<file path="src/rtl/nor_seq_pkg.sv">
package nor_seq_pkg;

    typedef enum logic [3:0] {
        ST_IDLE,
        ST_UNL1,
        ST_CMD,
        ST_PROG,
        ST_AUTO,
        ST_EUNL0,
        ST_EUNL1,
        ST_ECMD,
        ST_CHIP,
        ST_SECT,
        ST_CFI,
        ST_CFI_AUTO
    } seq_state_e;

    typedef enum logic [2:0] {
        MODE_ARRAY   = 3'd0,
        MODE_AUTOSEL = 3'd1,
        MODE_QUERY   = 3'd2,
        MODE_PROG    = 3'd3,
        MODE_ERASE   = 3'd4
    } seq_mode_e;

    localparam int unsigned CMP_W = 11;

    localparam logic [7:0] CMD_UNLK1   = 8'hAA;
    localparam logic [7:0] CMD_UNLK2   = 8'h55;
    localparam logic [7:0] CMD_BYPASS  = 8'h20;
    localparam logic [7:0] CMD_ERASE   = 8'h80;
    localparam logic [7:0] CMD_AUTOSEL = 8'h90;
    localparam logic [7:0] CMD_PROGRAM = 8'hA0;
    localparam logic [7:0] CMD_CHIP    = 8'h10;
    localparam logic [7:0] CMD_SECTOR  = 8'h30;
    localparam logic [7:0] CMD_QUERY   = 8'h98;
    localparam logic [7:0] CMD_RESET   = 8'hF0;
    localparam logic [7:0] CMD_BYP_OUT = 8'h00;

endpackage

</file>
<file path="src/rtl/nor_addr_match.sv">
module nor_addr_match
    import nor_seq_pkg::*;
#(
    parameter logic [CMP_W-1:0] UNLOCK_A = 11'h555,
    parameter logic [CMP_W-1:0] UNLOCK_B = 11'h2AA,
    parameter logic [CMP_W-1:0] QUERY_AT = 11'h055
) (
    input  logic [CMP_W-1:0] low_addr_i,
    output logic             hit_a_o,
    output logic             hit_b_o,
    output logic             hit_query_o
);
    assign hit_a_o     = (low_addr_i == UNLOCK_A);
    assign hit_b_o     = (low_addr_i == UNLOCK_B);
    assign hit_query_o = (low_addr_i == QUERY_AT);
endmodule

</file>
<file path="src/rtl/nor_seq_fsm.sv">
module nor_seq_fsm
    import nor_seq_pkg::*;
#(
    parameter int unsigned ADDR_W = 22
) (
    input  logic              clk,
    input  logic              rst,
    input  logic              wr_en_i,
    input  logic [ADDR_W-1:0] wr_addr_i,
    input  logic [7:0]        wr_data_i,
    input  logic              erase_done_i,
    input  logic              hit_a_i,
    input  logic              hit_b_i,
    input  logic              hit_query_i,
    output logic [2:0]        mode_o,
    output logic              bypass_o,
    output logic              prog_req_o,
    output logic              sect_req_o,
    output logic              chip_req_o,
    output logic [ADDR_W-1:0] addr_o,
    output logic [7:0]        data_o
);
    typedef struct packed {
        seq_state_e        st;
        logic              byp;
        logic              prog;
        logic              sect;
        logic              chip;
        logic [ADDR_W-1:0] addr;
        logic [7:0]        data;
    } seq_regs_t;

    seq_regs_t seq_d, seq_q;
    logic      drop;
    logic      erasing;

    assign erasing = (seq_q.st == ST_CHIP) || (seq_q.st == ST_SECT);

    always_comb begin
        seq_d      = seq_q;
        seq_d.prog = 1'b0;
        seq_d.sect = 1'b0;
        seq_d.chip = 1'b0;
        drop       = 1'b0;
        if (erasing && erase_done_i) begin
            seq_d.st = seq_q.byp ? ST_CMD : ST_IDLE;
        end else if (wr_en_i) begin
            if (wr_data_i == CMD_RESET && seq_q.st != ST_PROG && !erasing) begin
                if (seq_q.st == ST_CFI_AUTO) seq_d.st = ST_AUTO;
                else                         drop = 1'b1;
            end else begin
                case (seq_q.st)
                    ST_IDLE, ST_EUNL0: begin
                        if (hit_query_i && wr_data_i == CMD_QUERY)
                            seq_d.st = ST_CFI;
                        else if (hit_a_i && wr_data_i == CMD_UNLK1)
                            seq_d.st = (seq_q.st == ST_IDLE) ? ST_UNL1 : ST_EUNL1;
                        else
                            drop = 1'b1;
                    end
                    ST_UNL1, ST_EUNL1: begin
                        if (hit_b_i && wr_data_i == CMD_UNLK2)
                            seq_d.st = (seq_q.st == ST_UNL1) ? ST_CMD : ST_ECMD;
                        else
                            drop = 1'b1;
                    end
                    ST_CMD: begin
                        if (!seq_q.byp && !hit_a_i) begin
                            drop = 1'b1;
                        end else begin
                            case (wr_data_i)
                                CMD_BYPASS:  seq_d.byp = 1'b1;
                                CMD_ERASE:   seq_d.st  = ST_EUNL0;
                                CMD_AUTOSEL: seq_d.st  = ST_AUTO;
                                CMD_PROGRAM: seq_d.st  = ST_PROG;
                                default:     drop      = 1'b1;
                            endcase
                        end
                    end
                    ST_PROG: begin
                        seq_d.prog = 1'b1;
                        seq_d.addr = wr_addr_i;
                        seq_d.data = wr_data_i;
                        seq_d.st   = seq_q.byp ? ST_CMD : ST_IDLE;
                    end
                    ST_AUTO: begin
                        if (seq_q.byp && wr_data_i == CMD_BYP_OUT)
                            drop = 1'b1;
                        else if (hit_query_i && wr_data_i == CMD_QUERY)
                            seq_d.st = ST_CFI_AUTO;
                        else
                            drop = 1'b1;
                    end
                    ST_ECMD: begin
                        if (wr_data_i == CMD_CHIP && hit_a_i) begin
                            seq_d.chip = 1'b1;
                            seq_d.st   = ST_CHIP;
                        end else if (wr_data_i == CMD_SECTOR) begin
                            seq_d.sect = 1'b1;
                            seq_d.addr = wr_addr_i;
                            seq_d.st   = ST_SECT;
                        end else begin
                            drop = 1'b1;
                        end
                    end
                    ST_CHIP: ;
                    ST_SECT: begin
                        if (wr_data_i == CMD_SECTOR) begin
                            seq_d.sect = 1'b1;
                            seq_d.addr = wr_addr_i;
                        end
                    end
                    default: drop = 1'b1;
                endcase
            end
        end
        if (drop) begin
            seq_d.st  = ST_IDLE;
            seq_d.byp = 1'b0;
        end
    end

    always_ff @(posedge clk) begin
        if (rst) begin
            seq_q.st   <= ST_IDLE;
            seq_q.byp  <= 1'b0;
            seq_q.prog <= 1'b0;
            seq_q.sect <= 1'b0;
            seq_q.chip <= 1'b0;
            seq_q.addr <= '0;
            seq_q.data <= '0;
        end else begin
            seq_q <= seq_d;
        end
    end

    always_comb begin
        case (seq_q.st)
            ST_AUTO:             mode_o = MODE_AUTOSEL;
            ST_CFI, ST_CFI_AUTO: mode_o = MODE_QUERY;
            ST_PROG:             mode_o = MODE_PROG;
            ST_CHIP, ST_SECT:    mode_o = MODE_ERASE;
            default:             mode_o = MODE_ARRAY;
        endcase
    end

    assign bypass_o   = seq_q.byp;
    assign prog_req_o = seq_q.prog;
    assign sect_req_o = seq_q.sect;
    assign chip_req_o = seq_q.chip;
    assign addr_o     = seq_q.addr;
    assign data_o     = seq_q.data;
endmodule

</file>
<file path="src/rtl/nor_cmd_seq.sv">
module nor_cmd_seq
    import nor_seq_pkg::*;
#(
    parameter int unsigned      ADDR_W   = 22,
    parameter logic [CMP_W-1:0] UNLOCK_A = 11'h555,
    parameter logic [CMP_W-1:0] UNLOCK_B = 11'h2AA
) (
    input  logic              clk,
    input  logic              rst,
    input  logic              wr_en_i,
    input  logic [ADDR_W-1:0] wr_addr_i,
    input  logic [7:0]        wr_data_i,
    input  logic              erase_done_i,
    output logic [2:0]        mode_o,
    output logic              bypass_o,
    output logic              prog_req_o,
    output logic [ADDR_W-1:0] prog_addr_o,
    output logic [7:0]        prog_data_o,
    output logic              sect_erase_req_o,
    output logic              chip_erase_req_o,
    output logic [ADDR_W-1:0] erase_addr_o
);
    localparam logic [CMP_W-1:0] QUERY_AT = 11'h055;

    logic [CMP_W-1:0]  low_addr;
    logic              hit_a, hit_b, hit_query;
    logic [ADDR_W-1:0] req_addr;

    generate
        if (ADDR_W >= CMP_W) begin : g_slice
            assign low_addr = wr_addr_i[CMP_W-1:0];
        end else begin : g_pad
            assign low_addr = {{(CMP_W-ADDR_W){1'b0}}, wr_addr_i};
        end
    endgenerate

    nor_addr_match #(
        .UNLOCK_A (UNLOCK_A),
        .UNLOCK_B (UNLOCK_B),
        .QUERY_AT (QUERY_AT)
    ) match_i (
        .low_addr_i  (low_addr),
        .hit_a_o     (hit_a),
        .hit_b_o     (hit_b),
        .hit_query_o (hit_query)
    );

    nor_seq_fsm #(
        .ADDR_W (ADDR_W)
    ) fsm_i (
        .clk          (clk),
        .rst          (rst),
        .wr_en_i      (wr_en_i),
        .wr_addr_i    (wr_addr_i),
        .wr_data_i    (wr_data_i),
        .erase_done_i (erase_done_i),
        .hit_a_i      (hit_a),
        .hit_b_i      (hit_b),
        .hit_query_i  (hit_query),
        .mode_o       (mode_o),
        .bypass_o     (bypass_o),
        .prog_req_o   (prog_req_o),
        .sect_req_o   (sect_erase_req_o),
        .chip_req_o   (chip_erase_req_o),
        .addr_o       (req_addr),
        .data_o       (prog_data_o)
    );

    assign prog_addr_o  = req_addr;
    assign erase_addr_o = req_addr;
endmodule

</file>
<file path="config.mk">
export PLATFORM = sky130hd
export DESIGN_NAME = nor_cmd_seq
export DESIGN_NICKNAME = d
export VERILOG_FILES = /design/src/rtl/nor_seq_pkg.sv /design/src/rtl/nor_addr_match.sv /design/src/rtl/nor_seq_fsm.sv /design/src/rtl/nor_cmd_seq.sv
export SDC_FILE = /design/constraint.sdc
export NUM_CORES = 1
export LEC_CHECK = 0
export BUFFER_PORTS_ARGS = -buffer_cell sky130_fd_sc_hd__buf_2
export CAP_MARGIN = 40
export CORE_MARGIN = 5
export CORE_UTILIZATION = 40
export CTS_BUF_LIST = sky130_fd_sc_hd__clkbuf_8
export DETAILED_ROUTE_END_ITERATION = 6
export PLACE_DENSITY = 0.67
export REMOVE_ABC_BUFFERS = 1
export SYNTH_ARGS = -nofsm -noshare
export SYNTH_HDL_FRONTEND = slang
export SYNTH_SLANG_ARGS = --single-unit
</file>
<file path="constraint.sdc">
create_clock -name clk -period 8.9 [get_ports clk]
set_clock_uncertainty 0.1 [all_clocks]
set_input_delay 1.78 -clock clk [delete_from_list [all_inputs] [get_ports clk]]
set_output_delay 1.78 -clock clk [all_outputs]
set_load 0.03 [all_outputs]
</file>
==> impl_metrics.tcl <==
set metrics [dict create \
    postCtsSetupBuffers 0 \
    synth_edf_count 0 \
    relSlewSlack 0.557 \
    cts-root-buf "clkbuf_8" \
    overflow 0 \
    worst-setup-path-type "in2reg" \
    p_switching_uw 75.4 \
    slowest_delay_ns 0.52 \
    grt_pass1_wl_mm 9.55 \
    cts_inserted_buffers 5 \
    clockPowerShare 0.479 \
    fmaxAchievable_ghz 0.238 \
    final_util 0.451 \
    core_area_um2 5920 \
    vdd_ir_drop_max_v 0.0000970 \
    finalInstanceArea_um2 2670 \
    cts.clk_slew.worst_paths_ns 0.08 \
    cts_tree "built" \
    hp-start "fsm_i.data_o[7]$_SDFFE_PP0P_" \
    hold_class "reg2reg" \
    syn_inst 295 \
    hold_depth 2 \
    yosys.area.top_type_share 0.314 \
    syn_area_um2 2420 \
    drive_gt1_frac 0.348 \
    ys.flop_type "dfxtp_1" \
    die_h_um 87.9 \
    finalSetupTns_ns 0 \
    crit_path_max_fanout 22 \
    track_usage 0.157 \
    fin_crit_sh 0.472 \
    io_pins 93 \
    syn_area_per_cell_um2 8.22 \
    worst_pin_slew_ns 0.664 \
    r2r_start "fsm_i.seq_q[35]$_SDFFE_PP0P_" \
    fp.dieW_um 87.9 \
    combPwrFrac 0.057 \
    fin_crit_ns 4.20 \
    yosys-top-cells-count "52 x buf_4, 50 x nor2_1, 38 x dfxtp_1" \
    slew_viol_final 0 \
    drc 0 \
    maxCapViolations 0 \
    r2r_cells 9 \
    status "finished, final reports clean" \
    placementRows 28 \
    hold_buffers 0 \
    async_flop_share 0 \
    final_nets 361 \
    cts.repair.resized 0 \
    drtIter0Drc 91 \
    synth_seq_area_share 0.314 \
    drt_wl_total_mm 5.95 \
    cts_buffer_depth 2 \
    dpl-instance-area_um2 2530 \
    arrival_ns 4.26 \
    rsz0062_at_grt "no" \
    vias_per_cell 5.21 \
    crit_chain "buf_2, or4b_1, or2_0, nor4_1, nor3b_1, a21oi_1, o21a_1, buf_4, mux2i_1, nor2_1" \
    wl_per_cell_um 14.8 \
    synth-seq-cells 38 \
    cp_slowest_cell "or4b_1" \
    nFillCells 593 \
    vias 2098 \
    yosys_warnings 0 \
    switching_share 0.206 \
    cp.required_ns 8.96 \
    finalHoldViolCount 0 \
    p_int_uw 291 \
    synth_most_common_cell "buf_4" \
    power.density_nw_per_um2 137 \
    dp_hpwl_mm 4.55 \
    synth_area_leaders "dfxtp_1 31%, buf_4 16%, mux2i_1 13%" \
    synth_area_leader_cell "dfxtp_1" \
    htree_levels 2 \
    grt_pass1_vias 2072 \
    clk_latency_ns 0.29 \
    antenna_found_initial 0 \
    setup_viol 0 \
    die_area_um2 7720 \
    rrSetupSlack_ns 5.79 \
    cp-start-kind "input port" \
    start_util 0.410 \
    area_delta_synth_final_pct 10.2 \
    synth.distinct_cells 49 \
    worstHoldEndpoint "fsm_i.data_o[7]$_SDFFE_PP0P_" \
    port-buffer-count 92 \
    grt_max_degree 35 \
    p_seq_frac 0.464 \
    drt_first_pass_iters 4 \
    critPathCaptureType "flop" \
    ant_nets 0 \
    clock-sinks 38 \
    gp_congestion 0.918 \
    p_leak_nw 1.21 \
    diodes 0 \
    finalPower_uw 366 \
]
## worst max-delay path by stage
stage / from / end / slack [ns]
2_1_floorplan: wr_addr_i[1] / flop / 4.56
3_3_place_gp: wr_addr_i[1] / fsm_i.seq_q[35]$_SDFFE_PP0P_ / 4.41
3_5_place_dp: wr_addr_i[1] / fsm_i.seq_q[35]$_SDFFE_PP0P_ / 4.40
4_1_cts: wr_addr_i[1] / fsm_i.seq_q[35]$_SDFFE_PP0P_ / 4.71
5_1_grt: wr_addr_i[1] / flop / 4.49
6_report: wr_addr_i[1] / flop / 4.70
## power groups by stage
| stage | clock (mW) | sequential, mW | combinational, mW |
|---|---|---|---|
| finish | 0.175 | 0.170 | 0.0207 |
| global route | 0.187 | 0.170 | 0.0231 |
| CTS | 0.181 | 0.170 | 0.0209 |
| detailed placement | 0 | 0.174 | 0.0209 |
| global placement | 0 | 0.174 | 0.0207 |
| floorplan | 0 | 0.174 | 0.00582 |
## final cells by class
type,instances,area (um^2),share of cell area
Sequential cell,38,761,0.285
Timing Repair Buffer,93,468,0.175
Clock inverter,3,68.8,0.0258
Inverter,5,18.8,0.00703
Clock buffer,5,68.8,0.0258
Multi-Input combinational cell,184,1190,0.446
Tap cell,75,93.8,0.0351
## per-layer routing
metal | track usage | wire length, um | part of all wire | vias up
li1 | - | - | - | 1038
met1 | 0.200 | 2590 | 0.44 | 945
met2 | 0.236 | 2600 | 0.44 | 106
met3 | 0.0536 | 640 | 0.11 | 9
met4 | 0.0739 | 121 | 0.020 | 0
met5 | 0 | 0 | 0 | -
## stage by stage
step,hold WS [ns],setup slack (ns),std cells
global route,0.434,4.49,403
floorplan,0.509,4.56,227
global placement,0.374,4.41,395
CTS,0.402,4.71,403
detailed placement,0.385,4.40,395
finish,0.395,4.70,403
## layout by cell type (no fill, tap or decap), drive strengths merged, types with 2 or more instances in the layout
master  Yosys  final
buf        54     93
nor2       50     50
dfxtp      38     38
mux2i      32     32
o21ai      11     11
a21oi      10     10
nand2      10     10
nor3        8      8
nand2b      7      7
nand3       7      7
inv         5      5
clkbuf     14      5
o221a       4      4
or3         3      3
nand4b      3      3
or4         3      3
nor3b       3      3
o21a        3      3
or2         3      3
nor4        2      2
nand3b      2      2
a211oi      2      2
nand4       2      2
bufinv      0      2
o22a        2      2
## worst max-delay path, delay by kind of cell
family / cells / cell delay (ns)
buffers and inverters: 2 / 0.36
AOI/OAI and AO/OA: 2 / 0.31
and+or+nand+nor: 5 / 1.61
muxes: 1 / 0.19
## kinds of logic after synthesis
family | synth area share
muxes | 0.137
buffers and inverters | 0.195
AOI/OAI and AO/OA | 0.127
DFF | 0.314
and+or+nand+nor | 0.228
(Power assumes the default switching activity.)
